[src/rtl/pwrwake_pkg.sv]
// Shared definitions for the power-down and wake-up sequencer.
// Assumes all users run on the single always-on reference clock.
package pwrwake_pkg;

    typedef enum logic [1:0] {
        PS_RUN    = 2'd0,
        PS_DOWN   = 2'd1,
        PS_SETTLE = 2'd2
    } pstate_t;

    localparam int unsigned NSRC     = 3;
    localparam int unsigned SRC_BUS  = 0;
    localparam int unsigned SRC_PIN  = 1;
    localparam int unsigned SRC_PIN2 = 2;

    localparam logic [1:0] ADDR_PCTL = 2'd0;
    localparam logic [1:0] ADDR_WCFG = 2'd1;
    localparam logic [1:0] ADDR_ICLR = 2'd2;

endpackage

[src/rtl/wake_input_qual.sv]
// Synchronizes one wake input and qualifies it with enable, polarity and,
// for a shareable pin, the GPIO-mode override.
// Assumes raw is asynchronous to clk; hit is valid two edges after a change.
module wake_input_qual #(
    parameter bit MUXABLE = 1'b0
) (
    input  logic clk,
    input  logic rst_n,
    input  logic raw,
    input  logic en,
    input  logic pol,
    input  logic gpio_mode,
    output logic hit
);
    logic s1_q, s2_q;

    // Two-flop synchronizer for the raw pin.
    always_ff @(posedge clk) begin
        if (!rst_n) begin
            s1_q <= 1'b0;
            s2_q <= 1'b0;
        end else begin
            s1_q <= raw;
            s2_q <= s1_q;
        end
    end

    // Asserted when the synchronized level matches the active polarity.
    always_comb begin
        hit = en && (s2_q == pol) && !(MUXABLE && gpio_mode);
    end

endmodule

[src/rtl/rst_stretch.sv]
// Lengthens the external reset: the output stays asserted while the pin
// is low and for a minimum count after release. The count is long only on
// a cold start in crystal mode.
// Assumes rst_pin_n is synchronous to clk; por_n marks a cold start.
module rst_stretch #(
    parameter int unsigned XTAL_CYC = 160,
    parameter int unsigned EXT_CYC  = 7
) (
    input  logic clk,
    input  logic por_n,
    input  logic rst_pin_n,
    input  logic xtal_mode,
    output logic rst_out_n
);
    localparam int unsigned MAXC = (XTAL_CYC > EXT_CYC) ? XTAL_CYC : EXT_CYC;
    localparam int unsigned CW   = $clog2(MAXC + 1);

    logic [CW-1:0] cnt_q;
    logic [CW-1:0] lim;
    logic          warm_q;
    logic          out_q;

    // Chooses the hold length from clock mode and warm-start state.
    always_comb begin
        lim = (xtal_mode && !warm_q) ? CW'(XTAL_CYC) : CW'(EXT_CYC);
    end

    // Counts cycles after pin release and releases the output at the limit.
    always_ff @(posedge clk) begin
        if (!por_n) begin
            cnt_q  <= '0;
            out_q  <= 1'b0;
            warm_q <= 1'b0;
        end else if (!rst_pin_n) begin
            cnt_q <= '0;
            out_q <= 1'b0;
        end else if (!out_q) begin
            if (cnt_q == lim) begin
                out_q  <= 1'b1;
                warm_q <= 1'b1;
            end else begin
                cnt_q <= cnt_q + 1'b1;
            end
        end
    end

    assign rst_out_n = out_q;

    a_r11_pin_holds_reset: assert property (@(posedge clk) disable iff (!por_n)
        !rst_pin_n |=> !rst_out_n);

    a_r11_release_needs_pin: assert property (@(posedge clk) disable iff (!por_n)
        $rose(rst_out_n) |-> $past(rst_pin_n));

endmodule

[src/rtl/pdn_fsm.sv]
// Power state machine: run, powered down, PLL settle. Clocks are gated
// only in the down state; the settle wait is a fixed count.
// Assumes wake_any is already synchronized and qualified.
module pdn_fsm
    import pwrwake_pkg::*;
#(
    parameter int unsigned SETTLE_CYC = 16
) (
    input  logic clk,
    input  logic rst_n,
    input  logic pd_req,
    input  logic wake_any,
    output logic osc_en,
    output logic pll_en,
    output logic wake_take,
    output logic wake_done,
    output logic settling
);
    localparam int unsigned SW = $clog2(SETTLE_CYC + 1);
    localparam logic [SW-1:0] LAST = SW'(SETTLE_CYC - 1);

    pstate_t       state_q;
    logic [SW-1:0] cnt_q;

    // State register and settle counter.
    always_ff @(posedge clk) begin
        if (!rst_n) begin
            state_q <= PS_RUN;
            cnt_q   <= '0;
        end else begin
            case (state_q)
                PS_RUN: begin
                    if (pd_req) state_q <= PS_DOWN;
                end
                PS_DOWN: begin
                    if (wake_any) begin
                        state_q <= PS_SETTLE;
                        cnt_q   <= '0;
                    end
                end
                PS_SETTLE: begin
                    if (cnt_q == LAST) state_q <= PS_RUN;
                    else               cnt_q   <= cnt_q + 1'b1;
                end
                default: state_q <= PS_RUN;
            endcase
        end
    end

    // Decodes clock enables and event strobes from the state.
    always_comb begin
        osc_en    = (state_q != PS_DOWN);
        pll_en    = (state_q != PS_DOWN);
        wake_take = (state_q == PS_DOWN) && wake_any;
        settling  = (state_q == PS_SETTLE);
        wake_done = (state_q == PS_SETTLE) && (cnt_q == LAST);
    end

    a_r1_gate_only_on_request: assert property (@(posedge clk) disable iff (!rst_n)
        $fell(osc_en) |-> $past(pd_req));

    a_r8_settle_not_restarted: assert property (@(posedge clk) disable iff (!rst_n)
        (state_q == PS_SETTLE && cnt_q != LAST) |=>
            (state_q == PS_SETTLE && cnt_q == $past(cnt_q) + 1'b1));

endmodule

[src/rtl/pdn_wake_ctrl.sv]
// Top of the power-down and wake-up sequencer: register write decode, wake
// configuration, per-source qualifiers, state machine, interrupt and cause
// capture, and reset stretching.
// Assumes one always-on reference clock; the processor writes registers.
module pdn_wake_ctrl
    import pwrwake_pkg::*;
#(
    parameter int unsigned XTAL_RST_CYC   = 160,
    parameter int unsigned EXT_RST_CYC    = 7,
    parameter int unsigned PLL_SETTLE_CYC = 16,
    parameter int unsigned WDATA_W        = 7
) (
    input  logic               clk,
    input  logic               por_n,
    input  logic               rst_pin_n,
    input  logic               xtal_mode,
    input  logic               wr_en,
    input  logic [1:0]         wr_addr,
    input  logic [WDATA_W-1:0] wr_data,
    input  logic               bus_activity,
    input  logic               wake_pin,
    input  logic               wake_pin2,
    output logic               osc_en,
    output logic               pll_en,
    output logic               wake_irq,
    output logic [NSRC-1:0]    wake_cause,
    output logic               sys_rst_n
);
    localparam logic [NSRC-1:0] EN_RST  = '1;
    localparam logic [NSRC-1:0] POL_RST = NSRC'(1 << SRC_BUS);

    logic            stretched_n;
    logic            core_rst_n;
    logic            pd_req, iclr, cfg_wr;
    logic [NSRC-1:0] cfg_en_q, cfg_pol_q;
    logic            cfg_gpio_q;
    logic [NSRC-1:0] raw_vec, hits;
    logic            wake_take, wake_done, fsm_settling;
    logic            irq_q;
    logic [NSRC-1:0] cause_q;

    rst_stretch #(
        .XTAL_CYC (XTAL_RST_CYC),
        .EXT_CYC  (EXT_RST_CYC)
    ) u_stretch (
        .clk       (clk),
        .por_n     (por_n),
        .rst_pin_n (rst_pin_n),
        .xtal_mode (xtal_mode),
        .rst_out_n (stretched_n)
    );

    assign core_rst_n = por_n & stretched_n;
    assign sys_rst_n  = stretched_n;

    // Decodes the register write port into strobes.
    always_comb begin
        pd_req = wr_en && (wr_addr == ADDR_PCTL) && wr_data[0];
        iclr   = wr_en && (wr_addr == ADDR_ICLR) && wr_data[0];
        cfg_wr = wr_en && (wr_addr == ADDR_WCFG);
    end

    // Wake configuration register: enables, polarities, GPIO mode.
    always_ff @(posedge clk) begin
        if (!core_rst_n) begin
            cfg_en_q   <= EN_RST;
            cfg_pol_q  <= POL_RST;
            cfg_gpio_q <= 1'b0;
        end else if (cfg_wr) begin
            cfg_en_q   <= wr_data[NSRC-1:0];
            cfg_pol_q  <= wr_data[2*NSRC-1:NSRC];
            cfg_gpio_q <= wr_data[2*NSRC];
        end
    end

    assign raw_vec[SRC_BUS]  = bus_activity;
    assign raw_vec[SRC_PIN]  = wake_pin;
    assign raw_vec[SRC_PIN2] = wake_pin2;

    for (genvar gi = 0; gi < NSRC; gi++) begin : g_src
        wake_input_qual #(
            .MUXABLE (gi == SRC_PIN2)
        ) u_qual (
            .clk       (clk),
            .rst_n     (core_rst_n),
            .raw       (raw_vec[gi]),
            .en        (cfg_en_q[gi]),
            .pol       (cfg_pol_q[gi]),
            .gpio_mode (cfg_gpio_q),
            .hit       (hits[gi])
        );
    end

    pdn_fsm #(
        .SETTLE_CYC (PLL_SETTLE_CYC)
    ) u_fsm (
        .clk       (clk),
        .rst_n     (core_rst_n),
        .pd_req    (pd_req),
        .wake_any  (|hits),
        .osc_en    (osc_en),
        .pll_en    (pll_en),
        .wake_take (wake_take),
        .wake_done (wake_done),
        .settling  (fsm_settling)
    );

    // Interrupt pending flag and cause; set wins and clears wait out the settle.
    always_ff @(posedge clk) begin
        if (!core_rst_n) begin
            irq_q   <= 1'b0;
            cause_q <= '0;
        end else begin
            if (wake_take) cause_q <= hits;
            else if (iclr && !fsm_settling) cause_q <= '0;
            if (wake_done) irq_q <= 1'b1;
            else if (iclr && !fsm_settling) irq_q <= 1'b0;
        end
    end

    assign wake_irq   = irq_q;
    assign wake_cause = cause_q;

    a_r9_irq_has_cause: assert property (@(posedge clk) disable iff (!core_rst_n)
        irq_q |-> (cause_q != '0));

    a_r3_irq_after_settle: assert property (@(posedge clk) disable iff (!core_rst_n)
        $rose(irq_q) |-> $past(fsm_settling));

    a_r6_gpio_never_cause: assert property (@(posedge clk) disable iff (!core_rst_n)
        $rose(cause_q[SRC_PIN2]) |-> !$past(cfg_gpio_q));

endmodule

[config.mk]
export PLATFORM = sky130hd
export DESIGN_NAME = pdn_wake_ctrl
export DESIGN_NICKNAME = d
export VERILOG_FILES = /design/src/rtl/pwrwake_pkg.sv /design/src/rtl/wake_input_qual.sv /design/src/rtl/rst_stretch.sv /design/src/rtl/pdn_fsm.sv /design/src/rtl/pdn_wake_ctrl.sv
export SDC_FILE = /design/constraint.sdc
export NUM_CORES = 1
export LEC_CHECK = 0
export ABC_AREA = 1
export BUFFER_PORTS_ARGS = -buffer_cell sky130_fd_sc_hd__buf_2
export CORE_MARGIN = 8
export CORE_UTILIZATION = 45
export DETAILED_ROUTE_END_ITERATION = 12
export PLACE_DENSITY = 0.65
export SYNTH_ARGS = -nofsm -noshare
export SYNTH_HDL_FRONTEND = slang
export SYNTH_HIERARCHICAL = 1
export SYNTH_SLANG_ARGS = --single-unit
export TNS_END_PERCENT = 5
[constraint.sdc]
create_clock -name clk -period 1.76 [get_ports clk]
set_input_delay 0.352 -clock clk [delete_from_list [all_inputs] [get_ports clk]]
set_output_delay 0.352 -clock clk [all_outputs]
set_load 0.02 [all_outputs]
## After elaboration in Yosys (flattened, before gate mapping)

Index checks and enable logic that the tools add are counted.

| operators by class | value |
|---|---|
| add/subtract/negate cells | 2 |
| equality and inequality tests | 14 |
| multiplexer cells | 14 |
| bitwise logic cells | 3 |
| reduce and logical (&&, ||, !) cells | 27 |

Operator list:

| cell | number |
|---|---|
| $logic_and 1x1->1 | 13 |
| $mux 5 | 2 |
| $pmux 5 s2 | 1 |
| $reduce_and 3->1 | 3 |
| $add 8x1->8 const B | 1 |
| $eq 8x8->1 | 1 |
| $mux 8 | 1 |
| $mux 2 | 3 |
| $mux 3 | 2 |
| $ne 2x1->1 const B | 3 |
| $pmux 2 s3 | 1 |
| $reduce_bool 2->1 | 3 |
| $add 5x1->5 const B | 1 |
| $eq 5x4->1 const B | 1 |
| $eq 2x1->1 const B | 2 |
| $eq 2x2->1 const B | 2 |
| $logic_not 2->1 | 2 |
| $mux 1 | 4 |
| $ne 2x2->1 const B | 2 |
| $reduce_and 2->1 | 2 |
| $eq 1x1->1 | 3 |
| $logic_not 1->1 | 3 |
| $reduce_or 3->1 | 1 |
| $not 1->1 | 2 |
| $and 1x1->1 | 1 |

| storage, ports and cells | value |
|---|---|
| bits in registers | 34 |
| input port bits | 17 |
| output and inout port bits | 7 |

## Logic depth before layout (Yosys ltp)

| logic depth | value |
|---|---|
| depth after elaboration | 6 |
| gate-level depth with buffers | 10 |

## Modules after synthesis

Netlist, hierarchy kept.

Modules (own cells, without submodules):

| module | instances | cells an instance | area an instance (um^2) | seq. area each (um^2) |
|---|---|---|---|---|
| rst_stretch | 1 | 80 | 546.8 | 200.2 |
| pdn_wake_ctrl | 1 | 55 | 436.7 | 220.2 |
| pdn_fsm | 1 | 55 | 375.4 | 140.1 |
| wake_input_qual (g_src[0].u_qual ...) | 2 | 11 | 73.8 | 40.0 |
| wake_input_qual (g_src[2].u_qual) | 1 | 14 | 87.6 | 40.0 |

## Worst setup path after synthesis

No wires, ideal clock.

| timing | value |
|---|---|
| path type | register to register |
| start | register cfg_pol_q[0] |
| end | register cause_q[0], in the netlist wake_cause[0] |
| setup time | 0.071 ns |
| data arrival time | 1.281 ns |
| required time | 1.689 ns |
| slack | 0.408 ns |
| cell stages (with the launch flop) | 10 |
| buffers on the path | 0 |
| clock period less this slack | 1.352 ns |
| path through | dfxtp_1 inv_1 nor2_1 nor2_1 or3_1 nand3_2 inv_1 inv_1 nand3_1 a21oi_1 |

| on the way | value |
|---|---|
| word-level cells in the longest chain between the ends | 5 |
| elaborated cells between the ends (all ways) | 6 |

RTL lines:

| what | RTL line | source |
|---|---|---|
| start, declared | pdn_wake_ctrl.sv:35 | `logic [NSRC-1:0] cfg_en_q, cfg_pol_q;` |
| start signal, assigned | pdn_wake_ctrl.sv:71 | `cfg_pol_q <= wr_data[2*NSRC-1:NSRC];` |
| $eq 1x1->1 * | wake_input_qual.sv:30 | `hit = en && (s2_q == pol) && !(MUXABLE && gpio_mode);` |
| $logic_and 1x1->1 * | wake_input_qual.sv:30 |  |
| net hits[0] | pdn_wake_ctrl.sv:37 | `logic [NSRC-1:0] raw_vec, hits;` |
| $reduce_or 3->1 * | pdn_wake_ctrl.sv:100 | `.wake_any (\|hits),` |
| $logic_and 1x1->1 * | pdn_fsm.sv:54 | `wake_take = (state_q == PS_DOWN) && wake_any;` |
| net wake_take | pdn_wake_ctrl.sv:38 | `logic wake_take, wake_done, fsm_settling;` |
| $mux 3 or $reduce_bool 2->1 (tied branches) | n/a |  |
| end signal, assigned | pdn_wake_ctrl.sv:114 | `if (wake_take) cause_q <= hits;` |
| end, declared | pdn_wake_ctrl.sv:40 | `logic [NSRC-1:0] cause_q;` |

Mark *: on every way through the listed nets, which the timed path passes. The rest lies on a longest branch.
A chain may end at the register's enable or synchronous reset.

## Final worst setup path

Same ends and word-level chain as after synthesis.

==> impl_results.md <==
* IO Port Bufs at 23
* Critical Path, Cell by Cell: inv_1 > nand2_1 > nand2_1 > nor2_1 > or3_1 > nand3_2 > inv_1 > inv_1 > nand3_1 > a21oi_1
* Setup tns final at 0 ns
* Clock Sinks at 34
* Setup CP Type: reg -> reg
* RSZ-0062 raised after global routing: no
* Post-cts resize count at 0
* First-pass GRT wire length at 5.00 mm
* P per Cell Area at 725 nW/um^2
* Vias per cell at 4.54
* Overflow after GRT at 0
* Crit start category: flip-flop
* Pin count of the biggest net entering global routing at 18
* Layout Nets at 275
* CP Max Fanout at 4
* Area grow syn2layout at 14.4%
* Post-place setup slack at 0.311 ns
* # DRC at 0
* Final period utilization at 83.6%
* Highest metal used: met4
* Status: finished, final reports clean
* DRT iter0 DRCs at 52
* Sequential share of the synthesized area at 42.7%
* Final std cells w/o fill at 302
* Chip Height at 75.5 um
* Max-Cap Viols at 0
* Tot Pwr at 1.32 mW
* Hold Crit Class: in -> reg
* Critical Path AT at 1.73 ns
* Initial antenna violation count at 0
* Number of global-route vias before repair at 1246
* CP required at 2.02 ns
* Postcts setup bufs at 0
* Syn nets at 246
* H-Tree Depth at 2
* Setup crit end kind: flip-flop
* Avg Inst Size Synth at 7.05 um^2
* Clk slew on worst S/H paths at 0.11 ns
* Worst path slowest cell: or3_1
* RD Place Congestion at 0.809
* Vias at 1370
* CTS tree: done
* Peak supply drop at 559 uV
* Layout cell share with drive strength beyond 1 at 22.3%
* Fill cell count at 365
* Area post-placement at 1760 um^2
* 1st-pass router iterations at 6
* Top Ports at 24
* # diodes at 0
* Worst-Margin Slew at 0.268 ns
* Crit path time final at 1.47 ns
* Wirelength, routed at 2.96 mm
* Die Area at 5700 um^2
* Unique masters post-synth at 27
* CORE AREA at 3360 um^2
* Final core utilization at 54.2%
* Synthesized cell area at 1590 um^2
* Syn. warnings at 6
* Hold Fails Final Rpt at 0
* Tot GR Track Use at 11.3%
* Fin area at 1820 um^2
* Final HPWL DP at 2.29 mm
* WHS at 0.196 ns
* Routed Antenna Nets at 0
* Rel. slew slack at 82.1%
* Fin Clk Skew at 0.00581 ns
* Slew Limit Fails at 0
* Met3 Routed Length at 117 um
* Routed wire length per instance at 9.79 um
* CTS Buffer Depth at 2
* Gate Count Post-Synth at 226
* CP peak stage delay at 0.39 ns
* Final WS setup at 0.288 ns
* Metal1 wirelength at 1.53 mm
* Max Freq at 679 MHz
* Site row count at 21
* WL met2 at 1.27 mm
* Post-synth top area cell: dfxtp_1
* Number of CTS-inserted buffers at 5
* Area contributors post-synth: dfxtp_1 (43%), nand2_1 (11%), inv_1 (8.2%)
* CTS Hold Buffers Added at 0
* Worst-skew pair later-pin latency at 0.32 ns
* Synth top area share at 42.7%
* Final setup viols at 0
* Post-Place Cells at 294
* Yosys reg bits at 34
* Die X at 75.5 um
* Leakage power at 0.838 nW
* CP most frequent cell: inv_1
* Starting Density at 47.4%
* Root Driver: clkbuf_4
## final cells by class
cell class	count	area (um^2)	share of cell area [%]
clock buffer	6	51.3	2.81
clock inverter	2	12.5	0.686
inverter	46	178	9.75
multi-input combinational	145	728	39.9
sequential	34	681	37.3
tap	46	57.6	3.16
timing repair buffer	23	115	6.31
## cells in the mapped netlist
cell,count
or2_1,1
a21boi_1,1
nand4_2,1
clkinv_4,1
nor3_1,1
o21ai_1,5
dfxtp_1,34
or3_1,1
nand2_1,48
nor2_1,34
nand3_4,2
a21oi_2,2
nand3_1,15
nand4_1,2
nand3_2,3
a21oi_1,13
clkinv_1,1
inv_1,35
buf_4,1
nand2_2,5
o21ai_0,3
nor2_4,1
ha_1,3
o31ai_1,1
inv_2,9
nor2_2,2
o211ai_1,1
## state kept, by name, summed over array words and instances (netlist names), 2 cells and up
register           cells
cfg_en_q               3
cfg_pol_q              3
g_src.u_qual/s1_q      3
g_src.u_qual/s2_q      3
u_fsm/cnt_q            5
u_fsm/state_q          2
u_stretch/cnt_q        8
wake_cause             3
## layout by cell type (no fill, tap or decap), types with 3 or more instances in the layout
master,instances
a21oi_1,13
buf_2,23
clkbuf_4,5
dfxtp_1,34
ha_1,3
inv_1,35
inv_2,9
nand2_1,48
nand2_2,5
nand3_1,15
nand3_2,3
nor2_1,34
o21ai_0,3
o21ai_1,5
## logic make-up after synthesis
family,synth area share (%)
AO/OA/AOI/OAI,9.11
adder cells (fa/ha/maj),2.36
buffers and inverters,11.6
flip-flops,42.7
AND/OR/NAND/NOR,34.2
## where the power goes
group | internal [mW] | total [mW] | leakage, nW | switching, mW
Clock | 0.192 | 0.457 | 0.0343 | 0.265
Combinational | 0.0332 | 0.0820 | 0.530 | 0.0489
Sequential | 0.776 | 0.783 | 0.274 | 0.00686
## final timing paths
kind	endpoint	slack (ns)	cells past startpoint	startpoint
setup / recovery	wake_cause[0]	0.29	10	cfg_pol_q[0]
setup reg to reg	wake_cause[0]	0.29	10	cfg_pol_q[0]
hold reg to reg	g_src[2].u_qual/s2_q	0.42	2	g_src[2].u_qual/s1_q
hold / removal	g_src[1].u_qual/s1_q	0.20	3	wake_pin
## critical path: cells and delay by family (launching register included)
kind	cells	cell delay [ns]
compound gates	1	0.12
buf+inv	3	0.23
flops	1	0.32
simple gates	6	0.72
## layer usage
layer / track usage [%] / up-vias
li1: - / 766
met1: 13.9 / 580
met2: 17.6 / 20
met3: 3.29 / 4
met4: 5.12 / 0
met5: 0 / -
Power figures use the tool's default switching activity.
